<file path="src/rtl/clkdiv_pkg.sv">
// Shared encodings for the power-save clock divider.
// Assumes: the divide field is two bits wide and its code is a power-of-two exponent.
package clkdiv_pkg;
    typedef enum logic [1:0] {
        DIV_BY1 = 2'b00,
        DIV_BY2 = 2'b01,
        DIV_BY4 = 2'b10,
        DIV_BY8 = 2'b11
    } div_sel_e;
endpackage

</file>
<file path="src/rtl/clkdiv_rx_edge.sv">
// Detects falling edges on asynchronous serial receive pins.
// Each lane passes through two synchroniser flops and one history flop.
// An edge is reported only when that lane's receive enable is set.
// Assumes: pins idle high, so the flops reset to 1.
module clkdiv_rx_edge #(
    parameter int NUM_UART = 2
) (
    input  logic                clk,
    input  logic                rst_n,
    input  logic [NUM_UART-1:0] rx_pin,
    input  logic [NUM_UART-1:0] rx_en,
    output logic [NUM_UART-1:0] rx_fall
);
    for (genvar g = 0; g < NUM_UART; g++) begin : g_lane
        logic s1_q, s2_q, s3_q;

        // Synchronise the pin and keep one cycle of history.
        always_ff @(posedge clk) begin
            if (!rst_n) begin
                s1_q <= 1'b1;
                s2_q <= 1'b1;
                s3_q <= 1'b1;
            end else begin
                s1_q <= rx_pin[g];
                s2_q <= s1_q;
                s3_q <= s2_q;
            end
        end

        // Report a high-to-low change on the synchronised pin.
        assign rx_fall[g] = rx_en[g] & s3_q & ~s2_q;
    end
endmodule

</file>
<file path="src/rtl/clkdiv_wake_agg.sv">
// Merges every switchback source into one level.
// Each source is qualified by the enable or mode that the requirements name.
// Assumes: all inputs other than the receive edges are synchronous to clk.
module clkdiv_wake_agg #(
    parameter int NUM_EXT  = 4,
    parameter int NUM_UART = 2
) (
    input  logic [NUM_EXT-1:0]  ext_irq_flag,
    input  logic [NUM_EXT-1:0]  ext_irq_en,
    input  logic [NUM_UART-1:0] rx_fall,
    input  logic [NUM_UART-1:0] tx_buf_wr,
    input  logic                spi_buf_wr,
    input  logic                spi_master,
    input  logic                spi_slave,
    input  logic                spi_ssel_n,
    input  logic                i2c_start_irq,
    input  logic                svm_irq,
    input  logic                rtc_tod_alarm,
    input  logic                rtc_sub_alarm,
    input  logic                adc_start,
    input  logic                dbg_enter,
    output logic                src_any
);
    // OR together all qualified activity sources.
    always_comb begin
        src_any = (|(ext_irq_flag & ext_irq_en))
                | (|rx_fall)
                | (|tx_buf_wr)
                | (spi_buf_wr & spi_master)
                | (spi_slave & ~spi_ssel_n)
                | i2c_start_irq
                | svm_irq
                | rtc_tod_alarm
                | rtc_sub_alarm
                | adc_start
                | dbg_enter;
    end
endmodule

</file>
<file path="src/rtl/clkdiv_mode_ctrl.sv">
// Holds the divide field and the power-save, switchback and stop bits.
// Applies software writes, the write blocking rule and automatic switchback.
// Assumes: cfg_wr is a one-cycle strobe, and writes are ignored while stopped.
module clkdiv_mode_ctrl
    import clkdiv_pkg::*;
(
    input  logic       clk,
    input  logic       rst_n,
    input  logic       cfg_wr,
    input  logic [1:0] cfg_div,
    input  logic       cfg_pm,
    input  logic       cfg_swb,
    input  logic       cfg_stop,
    input  logic       stop_wake,
    input  logic       src_any,
    output logic [1:0] div_sel,
    output logic       pm_q,
    output logic       swb_q,
    output logic       stop_q
);
    div_sel_e div_q;
    logic     sb_fire;
    logic     pm_blocked;

    // Switchback fires on activity while both mode bits are set.
    assign sb_fire    = pm_q & swb_q & src_any;
    // A power-save entry attempt is refused during active sources.
    assign pm_blocked = cfg_pm & ~pm_q & cfg_swb & src_any;

    // Update the mode registers from writes, switchback and wake.
    always_ff @(posedge clk) begin
        if (!rst_n) begin
            div_q  <= DIV_BY1;
            pm_q   <= 1'b0;
            swb_q  <= 1'b0;
            stop_q <= 1'b0;
        end else if (stop_q) begin
            if (stop_wake) stop_q <= 1'b0;
        end else begin
            if (cfg_wr) begin
                swb_q  <= cfg_swb;
                stop_q <= cfg_stop;
            end
            if (sb_fire) begin
                pm_q  <= 1'b0;
                div_q <= DIV_BY1;
            end else if (cfg_wr) begin
                if (pm_blocked) begin
                    div_q <= div_sel_e'(cfg_div);
                end else if (cfg_pm) begin
                    pm_q  <= 1'b1;
                    div_q <= div_sel_e'(cfg_div);
                end else begin
                    pm_q  <= 1'b0;
                    div_q <= pm_q ? DIV_BY1 : div_sel_e'(cfg_div);
                end
            end
        end
    end

    assign div_sel = div_q;


    // Any exit from power-save leaves the divide field at divide-by-1.
    pm_exit_div1_chk: assert property (@(posedge clk) disable iff (!rst_n)
        $fell(pm_q) |-> (div_q == DIV_BY1));


    // Armed switchback with an active source clears power-save.
    sb_clear_chk: assert property (@(posedge clk) disable iff (!rst_n)
        (pm_q && swb_q && src_any && !stop_q) |=> (!pm_q && div_q == DIV_BY1));


    // An entry write during activity with switchback enabled is refused.
    pm_block_chk: assert property (@(posedge clk) disable iff (!rst_n)
        (cfg_wr && cfg_pm && cfg_swb && src_any && !pm_q && !stop_q) |=> !pm_q);


    // Settings hold while stopped.
    stop_hold_chk: assert property (@(posedge clk) disable iff (!rst_n)
        stop_q |=> ($stable(div_q) && $stable(pm_q) && $stable(swb_q)));
endmodule

</file>
<file path="src/rtl/clkdiv_ratio_cnt.sv">
// Down-counter that emits one clk_en pulse per ratio interval.
// The ratio is sampled only when the count reloads at a pulse, so a change never shortens an interval.
// Assumes: PM_SHIFT >= 3, so the counter can hold the divide-by-8 reload.
module clkdiv_ratio_cnt #(
    parameter int PM_SHIFT = 8
) (
    input  logic       clk,
    input  logic       rst_n,
    input  logic [1:0] div_sel,
    input  logic       pm,
    input  logic       stop,
    output logic       clk_en
);
    localparam int CNT_W = PM_SHIFT;

    logic [CNT_W-1:0] cnt_q;
    logic [CNT_W-1:0] reload;

    // Pick the interval length minus one for the current mode.
    always_comb begin
        if (pm) begin
            reload = '1;
        end else begin
            case (div_sel)
                2'b00:   reload = CNT_W'(0);
                2'b01:   reload = CNT_W'(1);
                2'b10:   reload = CNT_W'(3);
                default: reload = CNT_W'(7);
            endcase
        end
    end

    // Count down, reloading at terminal count and holding in stop.
    always_ff @(posedge clk) begin
        if (!rst_n) begin
            cnt_q <= '0;
        end else if (!stop) begin
            if (cnt_q == '0) cnt_q <= reload;
            else             cnt_q <= cnt_q - 1'b1;
        end
    end

    assign clk_en = !stop && (cnt_q == '0);


    // Between pulses the count only steps down by one.
    no_short_chk: assert property (@(posedge clk) disable iff (!rst_n)
        (!stop && cnt_q != '0) |=> (cnt_q == $past(cnt_q) - 1'b1));


    // No enable pulse while stopped.
    stop_quiet_chk: assert property (@(posedge clk) disable iff (!rst_n)
        stop |-> !clk_en);
endmodule

</file>
<file path="src/rtl/clkdiv_swb.sv">
// Top of the power-save clock divider with activity switchback.
// It ties together receive-edge detection, source merging, mode control and the ratio counter.
// Assumes: one clock domain except rx_pin, which is synchronised inside.
module clkdiv_swb #(
    parameter int NUM_EXT  = 4,
    parameter int NUM_UART = 2,
    parameter int PM_SHIFT = 8
) (
    input  logic                clk,
    input  logic                rst_n,
    input  logic                cfg_wr,
    input  logic [1:0]          cfg_div,
    input  logic                cfg_pm,
    input  logic                cfg_swb,
    input  logic                cfg_stop,
    input  logic                stop_wake,
    input  logic [NUM_EXT-1:0]  ext_irq_flag,
    input  logic [NUM_EXT-1:0]  ext_irq_en,
    input  logic [NUM_UART-1:0] rx_pin,
    input  logic [NUM_UART-1:0] rx_en,
    input  logic [NUM_UART-1:0] tx_buf_wr,
    input  logic                spi_buf_wr,
    input  logic                spi_master,
    input  logic                spi_slave,
    input  logic                spi_ssel_n,
    input  logic                i2c_start_irq,
    input  logic                svm_irq,
    input  logic                rtc_tod_alarm,
    input  logic                rtc_sub_alarm,
    input  logic                adc_start,
    input  logic                dbg_enter,
    output logic                clk_en,
    output logic                pm_active,
    output logic [1:0]          div_sel,
    output logic                swb_active,
    output logic                stop_active
);
    logic [NUM_UART-1:0] rx_fall;
    logic                src_any;

    clkdiv_rx_edge #(.NUM_UART(NUM_UART)) u_rx_edge (
        .clk     (clk),
        .rst_n   (rst_n),
        .rx_pin  (rx_pin),
        .rx_en   (rx_en),
        .rx_fall (rx_fall)
    );

    clkdiv_wake_agg #(.NUM_EXT(NUM_EXT), .NUM_UART(NUM_UART)) u_wake_agg (
        .ext_irq_flag  (ext_irq_flag),
        .ext_irq_en    (ext_irq_en),
        .rx_fall       (rx_fall),
        .tx_buf_wr     (tx_buf_wr),
        .spi_buf_wr    (spi_buf_wr),
        .spi_master    (spi_master),
        .spi_slave     (spi_slave),
        .spi_ssel_n    (spi_ssel_n),
        .i2c_start_irq (i2c_start_irq),
        .svm_irq       (svm_irq),
        .rtc_tod_alarm (rtc_tod_alarm),
        .rtc_sub_alarm (rtc_sub_alarm),
        .adc_start     (adc_start),
        .dbg_enter     (dbg_enter),
        .src_any       (src_any)
    );

    clkdiv_mode_ctrl u_mode_ctrl (
        .clk       (clk),
        .rst_n     (rst_n),
        .cfg_wr    (cfg_wr),
        .cfg_div   (cfg_div),
        .cfg_pm    (cfg_pm),
        .cfg_swb   (cfg_swb),
        .cfg_stop  (cfg_stop),
        .stop_wake (stop_wake),
        .src_any   (src_any),
        .div_sel   (div_sel),
        .pm_q      (pm_active),
        .swb_q     (swb_active),
        .stop_q    (stop_active)
    );

    clkdiv_ratio_cnt #(.PM_SHIFT(PM_SHIFT)) u_ratio_cnt (
        .clk     (clk),
        .rst_n   (rst_n),
        .div_sel (div_sel),
        .pm      (pm_active),
        .stop    (stop_active),
        .clk_en  (clk_en)
    );


    // Without switchback enabled, power-save ends only through a write.
    no_swb_hold_chk: assert property (@(posedge clk) disable iff (!rst_n)
        (pm_active && !swb_active && !cfg_wr) |=> pm_active);
endmodule

</file>
<file path="config.mk">
export PLATFORM = sky130hd
export DESIGN_NAME = clkdiv_swb
export DESIGN_NICKNAME = d
export VERILOG_FILES = /design/src/rtl/clkdiv_pkg.sv /design/src/rtl/clkdiv_rx_edge.sv /design/src/rtl/clkdiv_wake_agg.sv /design/src/rtl/clkdiv_mode_ctrl.sv /design/src/rtl/clkdiv_ratio_cnt.sv /design/src/rtl/clkdiv_swb.sv
export SDC_FILE = /design/constraint.sdc
export NUM_CORES = 1
export LEC_CHECK = 0
export BUFFER_PORTS_ARGS = -buffer_cell sky130_fd_sc_hd__buf_4
export CORE_AREA = 5 5 50 52
export CTS_BUF_LIST = sky130_fd_sc_hd__clkbuf_2
export CTS_CLUSTER_SIZE = 40
export DETAILED_ROUTE_END_ITERATION = 7
export DIE_AREA = 0 0 55 57
export PLACE_DENSITY_LB_ADDON = 0.08
export SETUP_SLACK_MARGIN = 0.4
export SYNTH_ARGS = -nofsm -noshare
export SYNTH_HDL_FRONTEND = slang
export SYNTH_SLANG_ARGS = --single-unit
</file>
<file path="constraint.sdc">
create_clock -name clk -period 5.3 [get_ports clk]
set_clock_uncertainty 0.05 [all_clocks]
set_input_delay 1.06 -clock clk [delete_from_list [all_inputs] [get_ports clk]]
set_output_delay 1.06 -clock clk [all_outputs]
set_load 0.02 [all_outputs]
</file>
Yosys cells after proc, flatten, opt, wreduce, memory -nomap -nowiden
Index checks and enable logic that the tools add are counted.
{ "totals": {"ff_bits": 19, "output_inout_bits": 6} }
{ "classes": {"n_addsub": 1, "n_eq_ne": 3, "n_reduce_logical": 11, "bitwise": 27, "muxes": 15} }
{ "op_table": {"columns": ["operator", "count"], "rows": [
  ["two-way mux 8 bit", 2],
  ["bitwise AND 1 bit", 11],
  ["two-way mux 2 bit", 5],
  ["OR 1 bit", 10],
  ["one-hot mux 3 bit (3 select lines)", 1],
  ["logical NOT 8 bit", 1],
  ["subtractor 8 x 1 -> 8 bit, second input constant", 1],
  ["two-way mux 1 bit", 7],
  ["inverter 1 bit", 5],
  ["bitwise AND 4 bit", 1],
  ["AND reduction 2 bit", 2],
  ["OR reduction 2 bit", 2],
  ["OR reduction 4 bit", 1],
  ["AND reduction 3 bit", 1],
  ["equality test 2 x 1 -> 1 bit, second input constant", 1],
  ["equality test 2 bit, second input constant", 1],
  ["logical NOT 2 bit", 1],
  ["inequality test 2 x 1 -> 1 bit, second input constant", 1],
  ["nonzero test 2 bit", 1],
  ["logical AND 1 bit", 1],
  ["logical NOT 1 bit", 1]
]} }

Logic depth before layout (Yosys ltp)
Gate-level depths: netlist of the first run.
{ "logic_depth": {"word_depth": 17, "mapped_depth": 7, "mapped_depth_nobuf": 6} }

Modules after synthesis
From an unflattened synthesis of the first run, not the netlist that was laid out.
{ "unflattened": {"cells_unflattened": 108, "area_unflattened_um2": 944.7} }
{ "by_module_without_submodules": {"columns": ["mod", "seq_area_each_um2", "n_inst", "cells_each", "area_per_inst_um2"], "rows": [
  ["clkdiv_ratio_cnt", 160.2, 1, 59, 478.0],
  ["clkdiv_mode_ctrl", 100.1, 1, 27, 232.7],
  ["clkdiv_rx_edge", 120.1, 1, 14, 175.2],
  ["clkdiv_wake_agg", 0.0, 1, 8, 58.8]
]} }

Worst setup path after synthesis of the first run
Ideal clock, no wire load.
{ "synth_path": {"path_type": "register to output", "from": "register u_ratio_cnt.cnt_q[2]", "to": "output clk_en", "arrival_time_ns": 1.583, "path_stages_with_launch": 5, "n_path_buf": 1, "path_slack_ns": 2.607, "cell_sequence": "dfxtp_1 -> or4_1 -> or3_1 -> buf_6 -> nor2_1"} }
{ "synth_between": {"elab_chain_cells": 2} }
{ "synth_rtl": {"columns": ["item", "line_no", "rtl"], "rows": [
  ["from (decl)", "clkdiv_ratio_cnt.sv:16", "logic [CNT_W-1:0] cnt_q;"],
  ["from (signal assigned)", "clkdiv_ratio_cnt.sv:38", "if (cnt_q == '0) cnt_q <= reload;"],
  ["from (signal assigned)", "clkdiv_ratio_cnt.sv:39", "else cnt_q <= cnt_q - 1'b1;"],
  ["logical NOT 8 bit", "clkdiv_ratio_cnt.sv:43", "assign clk_en = !stop && (cnt_q == '0);"],
  ["logical AND 1 bit", "clkdiv_ratio_cnt.sv:43", null],
  ["to (decl)", "clkdiv_swb.sv:32", "output logic clk_en,"]
]} }
Every way passes these cells.

Final worst setup path of the first run
Same ends and word-level chain as after synthesis.

==> implementation parameters, run 1 <==
Parameter                              Value

Yosys
  Cell types with the largest area share after synthesis    dfxtp_1, nand2b_1, mux2i_1
  Synthesized area per cell    8.53 sq um
  Net count after synthesis    153
  Most used standard cells in the synthesized netlist    dfxtp_1, nand2_1, nand2b_1
  Synth warn    0
  Library cell with the highest instance count after synthesis    dfxtp_1
  Most used flip-flop cell after synthesis    dfxtp_1
  Number of flops mapped to enable cells by yosys    0
  Gate count after technology mapping    118
  Cell area after technology mapping    1010 sq um
  Sequential element share of the synthesized area    0.378
  Synth cell types    32
  Cell type with the highest aggregate area in the netlist    dfxtp_1
  Proportion of netlist area held by the largest area contributor    0.378
  Share of async-settable or async-resettable flops after synthesis    0
  Yosys reg bits    19

Power and ir drop
  Leakage component of the power    0.614 nW
  Worst ir drop on vdd    0.000221 V
  Total Power    0.000532 W
  Pwr dens    404 nW/um^2

Drt
  Number of iterations in the first detailed-routing pass    4
  WL per Instance    13.1 um
  Final routed DRC violation total    0
  Detail-routed via count per cell    5.46
  Total number of vias    994
  Drt first-iter violations    17
  Number of nets with antenna violations after detailed routing    0
  Drt total wl    2.39 mm

Setup path
  Worst Reg2Reg Path Length in Cells    4
  Register-to-register setup slack    3310 ps
  Crit path capture type    output port
  Arrival time of the worst setup path    2080 ps
  Category of the worst setup path launch point    flip-flop
  Critical path class    reg -> out
  Maximum net fanout on the critical path    10
  Required arrival time at the worst endpoint    4190 ps

GRT
  Number of global-route vias before repair    1019
  Overall track demand over capacity in global routing    0.176
  Overflow left after global routing    0
  Pin count of the biggest net entering global routing    21
  Global-route wire length before repair    4.11 mm
  Initial antenna violation count    0

Placement
  Weighted congestion reported at the end of routability-driven placement    0.798
  Number of input and output port buffers inserted    38
  Placed instance area    1300 sq um
  Placed Instances    178
  HPWL after detailed placement    1.88 mm

CTS
  Number of levels in the clock H-tree    1
  # resized after CTS    0
  Clock transition time at the flip-flop clock pins of the worst setup and hold paths    190 ps
  Cts hold-fix bufs    0
  Root buffer cell    clkbuf_2
  Maximum count of clock buffers along a single path    2
  Number of clock buffers inserted by TritonCTS    3
  Setup Buffers After CTS    0
  CTS tree    done
  Latest clock arrival within the worst-skew pair    310 ps
  Sinks on Clock Net    19

Finish
  Share of final-layout standard cells stronger than drive strength 1    0.312
  Final net count    190
  Synth-to-Final Area Change    30.8%
  Total non-filler cell area in the finished layout    1320 sq um
  Antenna diode count    0
  Fill count    209
  Final cell count without fillers    182

Timing
  Slew Limit Headroom    0.619
  Tightest hold margin    375 ps
  Setup TNS    0 ps
  Period minus WS final    3190 ps
  Final critical-path share of the clock period    0.602
  Maximum clock frequency    0.314 GHz
  Worst-Margin Slew    566 ps
  Final Slew Violations    0
  Hold Fails Final Rpt    0
  Unrepaired setup endpoints after global routing    no
  Final setup violation count    0

Floorplanning
  Core ar.    2060 sq um
  Number of placement rows    17
  Total die area    3140 sq um
  Height of the chip    57 um
  Horizontal extent of the die    55 um
  Starting density of the core    0.488
  Top-level I/O count    39

Job
  Maximum capacitance violations    0

Min path
  Worst Hold Depth    1
  Worst min-delay path class    reg -> reg

Run status
  Run status    finished clean
==> metal layers <==
metal	vias up	track usage	wire length [um]
met5	-	0	0
met4	0	0.0625	19
met3	2	0.0574	155
met2	31	0.302	1280
met1	464	0.195	941
li1	497	-	-
==> metrics by stage <==
step / util / setup WS (ps)
after floorplan: - / 2610
after detailed placement: 0.628 / 2500
after global placement: 0.628 / 2500
after CTS: 0.638 / 2110
final: 0.638 / 2110
after global routing: 0.638 / 2020
==> final timing paths <==
kind                                                     startpoint                                   to
worst max register to register    u_ratio_cnt.cnt_q[2]$_SDFFE_PN0N_    u_ratio_cnt.cnt_q[0]$_SDFFE_PN0N_
worst max-delay path              u_ratio_cnt.cnt_q[2]$_SDFFE_PN0N_                               clk_en
worst min-delay path            u_rx_edge.g_lane[0].s1_q$_SDFF_PN1_  u_rx_edge.g_lane[0].s2_q$_SDFF_PN1_
worst min register to register  u_rx_edge.g_lane[0].s1_q$_SDFF_PN1_  u_rx_edge.g_lane[0].s2_q$_SDFF_PN1_
==> logic make-up after synthesis <==
kind of cell	Yosys count	share of synthesized area
AND/OR/NAND/NOR	50	0.274
adder cells (fa/ha/maj)	2	0.0249
AO/OA/AOI/OAI	27	0.188
multiplexers	7	0.0796
flip-flops	19	0.378
buffers and inverters	13	0.0560
==> worst max-delay path: stages (launching register included) <==
cell and delay, ps:
dfxtp_1 400, or4_1 510, or3_1 520, nor2_1 170, buf_4 160
==> cell type report <==
type                    instances  area, sq um  area share
clock buffers                   3         15.0      0.0114
well taps                      28         35.0      0.0266
repair buffers                 38          285       0.217
multi-input cells              86          569       0.433
clock inverters                 1         5.00     0.00380
inverters                       7         26.3      0.0200
flip-flops and latches         19          380       0.289
==> flip-flops by register name, indices dropped and copies added, names as in the netlist <==
| name | flops |
|---|---|
| u_mode_ctrl.div_sel | 2 |
| u_rx_edge.g_lane.s2_q | 2 |
| u_rx_edge.g_lane.s1_q | 2 |
| u_ratio_cnt.cnt_q | 8 |
| u_rx_edge.g_lane.s3_q | 2 |
| u_mode_ctrl.pm_q | 1 |
| u_mode_ctrl.swb_q | 1 |
| u_mode_ctrl.stop_q | 1 |
==> power by group <==
part / internal, W / switching, W / total [W]
clock network: 0.0000171 / 0.0000457 / 0.0000628
registers: 0.000171 / 0.0000309 / 0.000202
logic: 0.000140 / 0.000128 / 0.000268
total: 0.000328 / 0.000205 / 0.000532
==> cell usage in the layout, fill, tap and decap left out, types with 3 or more instances in the layout <==
master,n
buf_4,38
dfxtp_1,19
nand2b_1,11
nand2_1,11
inv_1,7
a21oi_1,6
nor2_1,5
nor4_1,5
mux2i_1,5
o22ai_1,5
and2_1,4
nand3_1,3
o21ai_0,3
clkbuf_2,3
No activity file was read; power rests on OpenSTA's default activity.
==> run 2, diff against run 1 <==
--- a/config.mk
+++ b/config.mk
@@ -6,11 +6,11 @@
 export NUM_CORES = 1
 export LEC_CHECK = 0
 export BUFFER_PORTS_ARGS = -buffer_cell sky130_fd_sc_hd__buf_4
-export CORE_AREA = 5 5 50 52
+export CORE_AREA = 5 5 54 56
 export CTS_BUF_LIST = sky130_fd_sc_hd__clkbuf_2
 export CTS_CLUSTER_SIZE = 40
 export DETAILED_ROUTE_END_ITERATION = 7
-export DIE_AREA = 0 0 55 57
+export DIE_AREA = 0 0 59 61
 export PLACE_DENSITY_LB_ADDON = 0.08
 export SETUP_SLACK_MARGIN = 0.4
 export SYNTH_ARGS = -nofsm -noshare
==> constraint.sdc (replaced) <==
create_clock -name clk -period 2.8 [get_ports clk]
set_clock_uncertainty 0.05 [all_clocks]
set_input_delay 0.56 -clock clk [delete_from_list [all_inputs] [get_ports clk]]
set_output_delay 0.56 -clock clk [all_outputs]
set_load 0.02 [all_outputs]
==> run 2 against run 1 <==
Flip-flop and latch count unchanged. Largest cell class unchanged. Sequential power is 91% higher. Register-to-register slack lost 2500 ps. Highest routed layer unchanged. Critical path type unchanged. Die area is 15% higher.
==> implementation parameters, run 2 (same netlist as run 1, synthesis figures left out) <==
Parameter                              Value

Finish
  Final Util    0.569
  Most frequent standard cell in the layout excluding fill and tap cells    buf_4
  Synth-to-Final Area Change    35.1%
  Antenna diode count    0
  Total non-filler cell area in the finished layout    1360 sq um
  Final net count    192
  Fill count    227
  Flip-flop count of the largest register after layout    8
  Share of final-layout standard cells stronger than drive strength 1    0.353
  Final cell count without fillers    186
  Commonest cells after routing, fill and taps aside    buf_4, dfxtp_1, nand2b_1, nand2_1, inv_1
  Register bank with the most flops    u_ratio_cnt.cnt_q

Drt
  Number of nets with antenna violations after detailed routing    0
  Detail-routed via count per cell    5.28
  Drt first-iter violations    34
  WL per Instance    13.1 um
  Final routed DRC violation total    0
  Number of iterations in the first detailed-routing pass    4
  Drt total wl    2.44 mm
  Total number of vias    983

Setup path
  Top cell family by delay on the critical path    simple AND/OR/NAND/NOR gates
  Critical path class    reg -> out
  Maximum net fanout on the critical path    2
  Category of the worst setup path launch point    flip-flop
  Required arrival time at the worst endpoint    2190 ps
  Crit path capture type    output port
  Max incr delay on CP    520 ps
  WP buf/inv    1
  Cell-by-cell trace of the critical path    or4_4 -> or3_4 -> nor2_4 -> buf_6
  Arrival time of the worst setup path    1830 ps
  Cell at the slowest stage of the critical path    or4_4

Run status
  Run status    finished clean

Timing
  Final Slew Violations    0
  Setup TNS    0 ps
  Maximum clock frequency    0.410 GHz
  Final setup violation count    0
  Final critical-path share of the clock period    0.872
  Worst-Margin Slew    546 ps
  Hold Fails Final Rpt    0
  Unrepaired setup endpoints after global routing    yes
  Slew Limit Headroom    0.636
  Period minus WS final    2440 ps

GRT
  Global-route wire length before repair    4.18 mm
  Number of global-route vias before repair    989
  Pin count of the biggest net entering global routing    21
  Overflow left after global routing    0
  Overall track demand over capacity in global routing    0.154
  Initial antenna violation count    0

Floorplanning
  Horizontal extent of the die    59 um
  Number of placement rows    18
  Height of the chip    61 um
  Core ar.    2390 sq um
  Top-level I/O count    39
  Starting density of the core    0.421
  Total die area    3600 sq um

CTS
  Maximum count of clock buffers along a single path    2
  Number of levels in the clock H-tree    1
  Number of clock buffers inserted by TritonCTS    3
  Cts hold-fix bufs    0
  Latest clock arrival within the worst-skew pair    300 ps
  Clock transition time at the flip-flop clock pins of the worst setup and hold paths    170 ps
  CTS tree    done
  Root buffer cell    clkbuf_2
  Sinks on Clock Net    19

Placement
  Weighted congestion reported at the end of routability-driven placement    0.773
  Number of input and output port buffers inserted    38
  Placed Instances    181
  Placed instance area    1310 sq um
  HPWL after detailed placement    1.81 mm

Power and ir drop
  Pwr dens    788 nW/um^2
  Worst ir drop on vdd    0.000461 V
  Leakage component of the power    0.628 nW

Min path
  Worst min-delay path class    reg -> reg

Job
  Maximum capacitance violations    0
[run 2: cell types whose count changed in the layout (fill, tap and decap cells not counted), sizes merged]
cell / previous run / this run
clkbuf: 3 / 4
buf: 38 / 40
clkinv: 1 / 0
[run 2: cell type report]
cell class                      instances  area (sq um)  area share
Timing Repair Buffer                   40           304       0.224
Tap cell                               30          37.5      0.0276
Inverter                                7          26.3      0.0193
Multi-Input combinational cell         86           586       0.431
Clock buffer                            4          20.0      0.0147
Sequential cell                        19           385       0.284
[run 2: power by group]
part | internal, W | total, W | switching, W
clock | 0.0000378 | 0.000117 | 0.0000790
sequential | 0.000327 | 0.000385 | 0.0000581
combinational | 0.000309 | 0.000570 | 0.000261
[run 2: timing repair]
action | in CTS | in global routing
resized for setup | 6 | 2
setup endpoints to repair | 1 | 1
buffers inserted | 1 | 0
pin swaps | 1 | 2
endpoints found under the hold margin | 0 | 0
[run 2: worst register-to-register path: cells and delay by family (launching register included)]
| kind | cells | cell delay (ps) |
|---|---|---|
| buf+inv | 1 | 190 |
| simple gates | 2 | 920 |
| flops | 1 | 380 |
| mux | 1 | 310 |
| compound gates | 1 | 110 |
[run 2: worst paths after layout]
kind | from | endpoint | slack (ps) | cells after the start
worst max-delay path | u_ratio_cnt.cnt_q[2]$_SDFFE_PN0N_ | clk_en | 360 | 4
worst min-delay path | u_rx_edge.g_lane[0].s1_q$_SDFF_PN1_ | u_rx_edge.g_lane[0].s2_q$_SDFF_PN1_ | 380 | 1
worst max register to register | u_ratio_cnt.cnt_q[2]$_SDFFE_PN0N_ | u_ratio_cnt.cnt_q[2]$_SDFFE_PN0N_ | 780 | 5
worst min register to register | u_rx_edge.g_lane[0].s1_q$_SDFF_PN1_ | u_rx_edge.g_lane[0].s2_q$_SDFF_PN1_ | 380 | 1
[run 2: per-layer routing]
metal | up-vias | share of wire | wire [um] | GRT usage
li1 | 501 | - | - | -
met1 | 457 | 0.43 | 1050 | 0.182
met2 | 21 | 0.52 | 1270 | 0.276
met3 | 4 | 0.039 | 96 | 0.0277
met4 | 0 | 0.010 | 25 | 0.0583
met5 | - | 0 | 0 | 0
[run 2: through the flow]
| step | total power (W) | hold WS, ps | setup slack, ps |
|---|---|---|---|
| floorplan | 0.000782 | 336 | 607 |
| global placement | 0.000893 | 342 | 737 |
| detailed placement | 0.000901 | 345 | 671 |
| CTS | 0.00107 | 368 | 353 |
| global route | 0.00115 | 364 | 295 |
| finish | 0.00107 | 377 | 359 |
==> run 3, diff against run 2 <==
--- a/config.mk
+++ b/config.mk
@@ -5,13 +5,15 @@
 export SDC_FILE = /design/constraint.sdc
 export NUM_CORES = 1
 export LEC_CHECK = 0
+export ABC_CLOCK_PERIOD_IN_PS = 2800
 export BUFFER_PORTS_ARGS = -buffer_cell sky130_fd_sc_hd__buf_4
-export CORE_AREA = 5 5 54 56
+export CORE_AREA = 2 2 51 53
 export CTS_BUF_LIST = sky130_fd_sc_hd__clkbuf_2
 export CTS_CLUSTER_SIZE = 40
 export DETAILED_ROUTE_END_ITERATION = 7
-export DIE_AREA = 0 0 59 61
+export DIE_AREA = 0 0 53 55
 export PLACE_DENSITY_LB_ADDON = 0.08
+export REMOVE_ABC_BUFFERS = 1
 export SETUP_SLACK_MARGIN = 0.4
 export SYNTH_ARGS = -nofsm -noshare
 export SYNTH_HDL_FRONTEND = slang
==> run 3 against run 2 <==
Maximum frequency up 0.23%. Worst hold slack better by 9.0 ps. Global-route usage up 2.4 points. Worst setup slack better by 5.7 ps. Critical path type unchanged. Utilization up 0.97 points. Flip-flop and latch count unchanged. Power up 1.2%.
==> implementation parameters, run 3 (same netlist as run 1, synthesis figures left out) <==
Parameter                              Value

CTS
  Latest clock arrival within the worst-skew pair    300 ps
  Clock transition time at the flip-flop clock pins of the worst setup and hold paths    180 ps
  Cts hold-fix bufs    0
  Root buffer cell    clkbuf_2
  Number of clock buffers inserted by TritonCTS    3
  Number of levels in the clock H-tree    1
  CTS tree    done
  Sinks on Clock Net    19
  Maximum count of clock buffers along a single path    2

GRT
  Number of global-route vias before repair    924
  Overall track demand over capacity in global routing    0.178
  Pin count of the biggest net entering global routing    21
  Global-route wire length before repair    3.92 mm
  Overflow left after global routing    0
  Initial antenna violation count    0

Placement
  Weighted congestion reported at the end of routability-driven placement    0.822
  HPWL after detailed placement    1.72 mm
  Number of input and output port buffers inserted    38
  Placed Instances    181
  Placed instance area    1310 sq um

Drt
  Drt first-iter violations    6
  Total number of vias    987
  Number of nets with antenna violations after detailed routing    0
  WL per Instance    12.6 um
  Detail-routed via count per cell    5.28
  Final routed DRC violation total    0
  Number of iterations in the first detailed-routing pass    4
  Drt total wl    2.36 mm

Floorplanning
  Total die area    2920 sq um
  Top-level I/O count    39
  Core ar.    2360 sq um
  Height of the chip    55 um
  Horizontal extent of the die    53 um
  Number of placement rows    18
  Starting density of the core    0.425

Power and ir drop
  Cell internal power dissipation    0.000680 W
  Worst ir drop on vdd    0.000425 V
  Clock group share of total power    0.108
  Total Power    0.00108 W
  Leakage component of the power    0.634 nW
  Proportion of power drawn by combinational gates    0.535
  Pwr dens    792 nW/um^2
  Switching share of total power    0.373
  Net switching power of the design    0.000404 W
  Share of power burned in registers    0.357

Timing
  Final critical-path share of the clock period    0.870
  Maximum clock frequency    0.411 GHz
  Final Slew Violations    0
  Final setup violation count    0
  Worst-Margin Slew    570 ps
  Unrepaired setup endpoints after global routing    yes
  Hold Fails Final Rpt    0
  Period minus WS final    2440 ps
  Slew Limit Headroom    0.619
  Setup TNS    0 ps

Job
  Maximum capacitance violations    0

Finish
  Commonest cells after routing, fill and taps aside    buf_4, dfxtp_1, nand2b_1, nand2_1, inv_1
  Final Util    0.579
  Most frequent standard cell in the layout excluding fill and tap cells    buf_4
  Antenna diode count    0
  Share of final-layout standard cells stronger than drive strength 1    0.357
  Final cell count without fillers    187
  Synth-to-Final Area Change    36.1%
  Final net count    193
  Total non-filler cell area in the finished layout    1370 sq um
  Register bank with the most flops    u_ratio_cnt.cnt_q
  Flip-flop count of the largest register after layout    8

Min path
  Worst hold endpoint    u_rx_edge.g_lane[1].s2_q$_SDFF_PN1_
  HP Start    u_rx_edge.g_lane[1].s1_q$_SDFF_PN1_
  Worst Hold Depth    1
  Worst min-delay path class    reg -> reg

Run status
  Run status    finished clean

Setup path
  Category of the worst setup path launch point    flip-flop
  Register-to-register setup slack    790 ps
  WP buf/inv    1
  Crit path capture type    output port
  Worst r2r src    u_ratio_cnt.cnt_q[3]$_SDFFE_PN0N_
  Critical register-to-register path endpoint    u_ratio_cnt.cnt_q[2]$_SDFFE_PN0N_
  Arrival time of the worst setup path    1830 ps
  Cell at the slowest stage of the critical path    or4_4
  Maximum net fanout on the critical path    3
  Cell-by-cell trace of the critical path    or4_4 -> or3_4 -> nor2_4 -> buf_6
  Top cell family by delay on the critical path    simple AND/OR/NAND/NOR gates
  Max incr delay on CP    520 ps
  Worst Reg2Reg Path Length in Cells    5
  Critical path class    reg -> out
  Required arrival time at the worst endpoint    2190 ps
-- run 3: changes by cell type in the layout (fill, tap and decap cells not counted) --
cell / change
dfxtp_4: +1
dfxtp_2: -1
buf_4: +1
-- run 3: power by group through the flow --
stage / clock, W / sequential [W] / combinational [W]
floorplan: 0 / 0.000377 / 0.000376
global placement: 0 / 0.000386 / 0.000507
detailed placement: 0 / 0.000389 / 0.000515
CTS: 0.000124 / 0.000381 / 0.000562
global route: 0.000129 / 0.000394 / 0.000636
finish: 0.000118 / 0.000387 / 0.000580
-- run 3: layer usage --
layer / global-route usage / share of wire / wire [um]
met1: 0.232 / 0.46 / 1100
met2: 0.313 / 0.48 / 1140
met3: 0.0188 / 0.044 / 104
met4: 0.0513 / 0.0089 / 21
met5: 0 / 0 / 0
-- run 3: worst max path at each step --
stage | startpoint | to | depth (start not counted)
floorplan | u_ratio_cnt.cnt_q[2]$_SDFFE_PN0N_ | clk_en | 3
detailed placement | u_ratio_cnt.cnt_q[2]$_SDFFE_PN0N_ | clk_en | 4
global route | u_ratio_cnt.cnt_q[3]$_SDFFE_PN0N_ | clk_en | 4
finish | u_ratio_cnt.cnt_q[3]$_SDFFE_PN0N_ | clk_en | 4
global placement | u_ratio_cnt.cnt_q[2]$_SDFFE_PN0N_ | clk_en | 4
CTS | u_ratio_cnt.cnt_q[2]$_SDFFE_PN0N_ | clk_en | 4
-- run 3: final cells by class --
type / count / area, sq um
Fill cell: 225 / 996
Multi-Input combinational cell: 86 / 586
Sequential cell: 19 / 388
Timing Repair Buffer: 41 / 312
Tap cell: 30 / 37.5
Inverter: 7 / 26.3
Clock buffer: 4 / 20.0
-- run 3: timing repair --
| action | 4_1_cts | 5_1_grt |
|---|---|---|
| endpoints found under the setup margin | 1 | 1 |
| buffers inserted | 1 | 1 |
| resized for setup | 6 | 3 |
| pin swaps | 1 | 3 |
-- run 3: worst register-to-register path, stage by stage (launching register included) --
cell     delay, ps
dfxtp_4        380
or4_4          520
or3_4          400
buf_4          190
mux2_4         310
o21ai_2        100
-- run 3: metrics by stage --
step	worst slack, ps	hold slack [ps]
2_1_floorplan	537	336
3_3_place_gp	751	341
3_5_place_dp	729	349
4_1_cts	385	385
5_1_grt	304	394
6_report	365	386
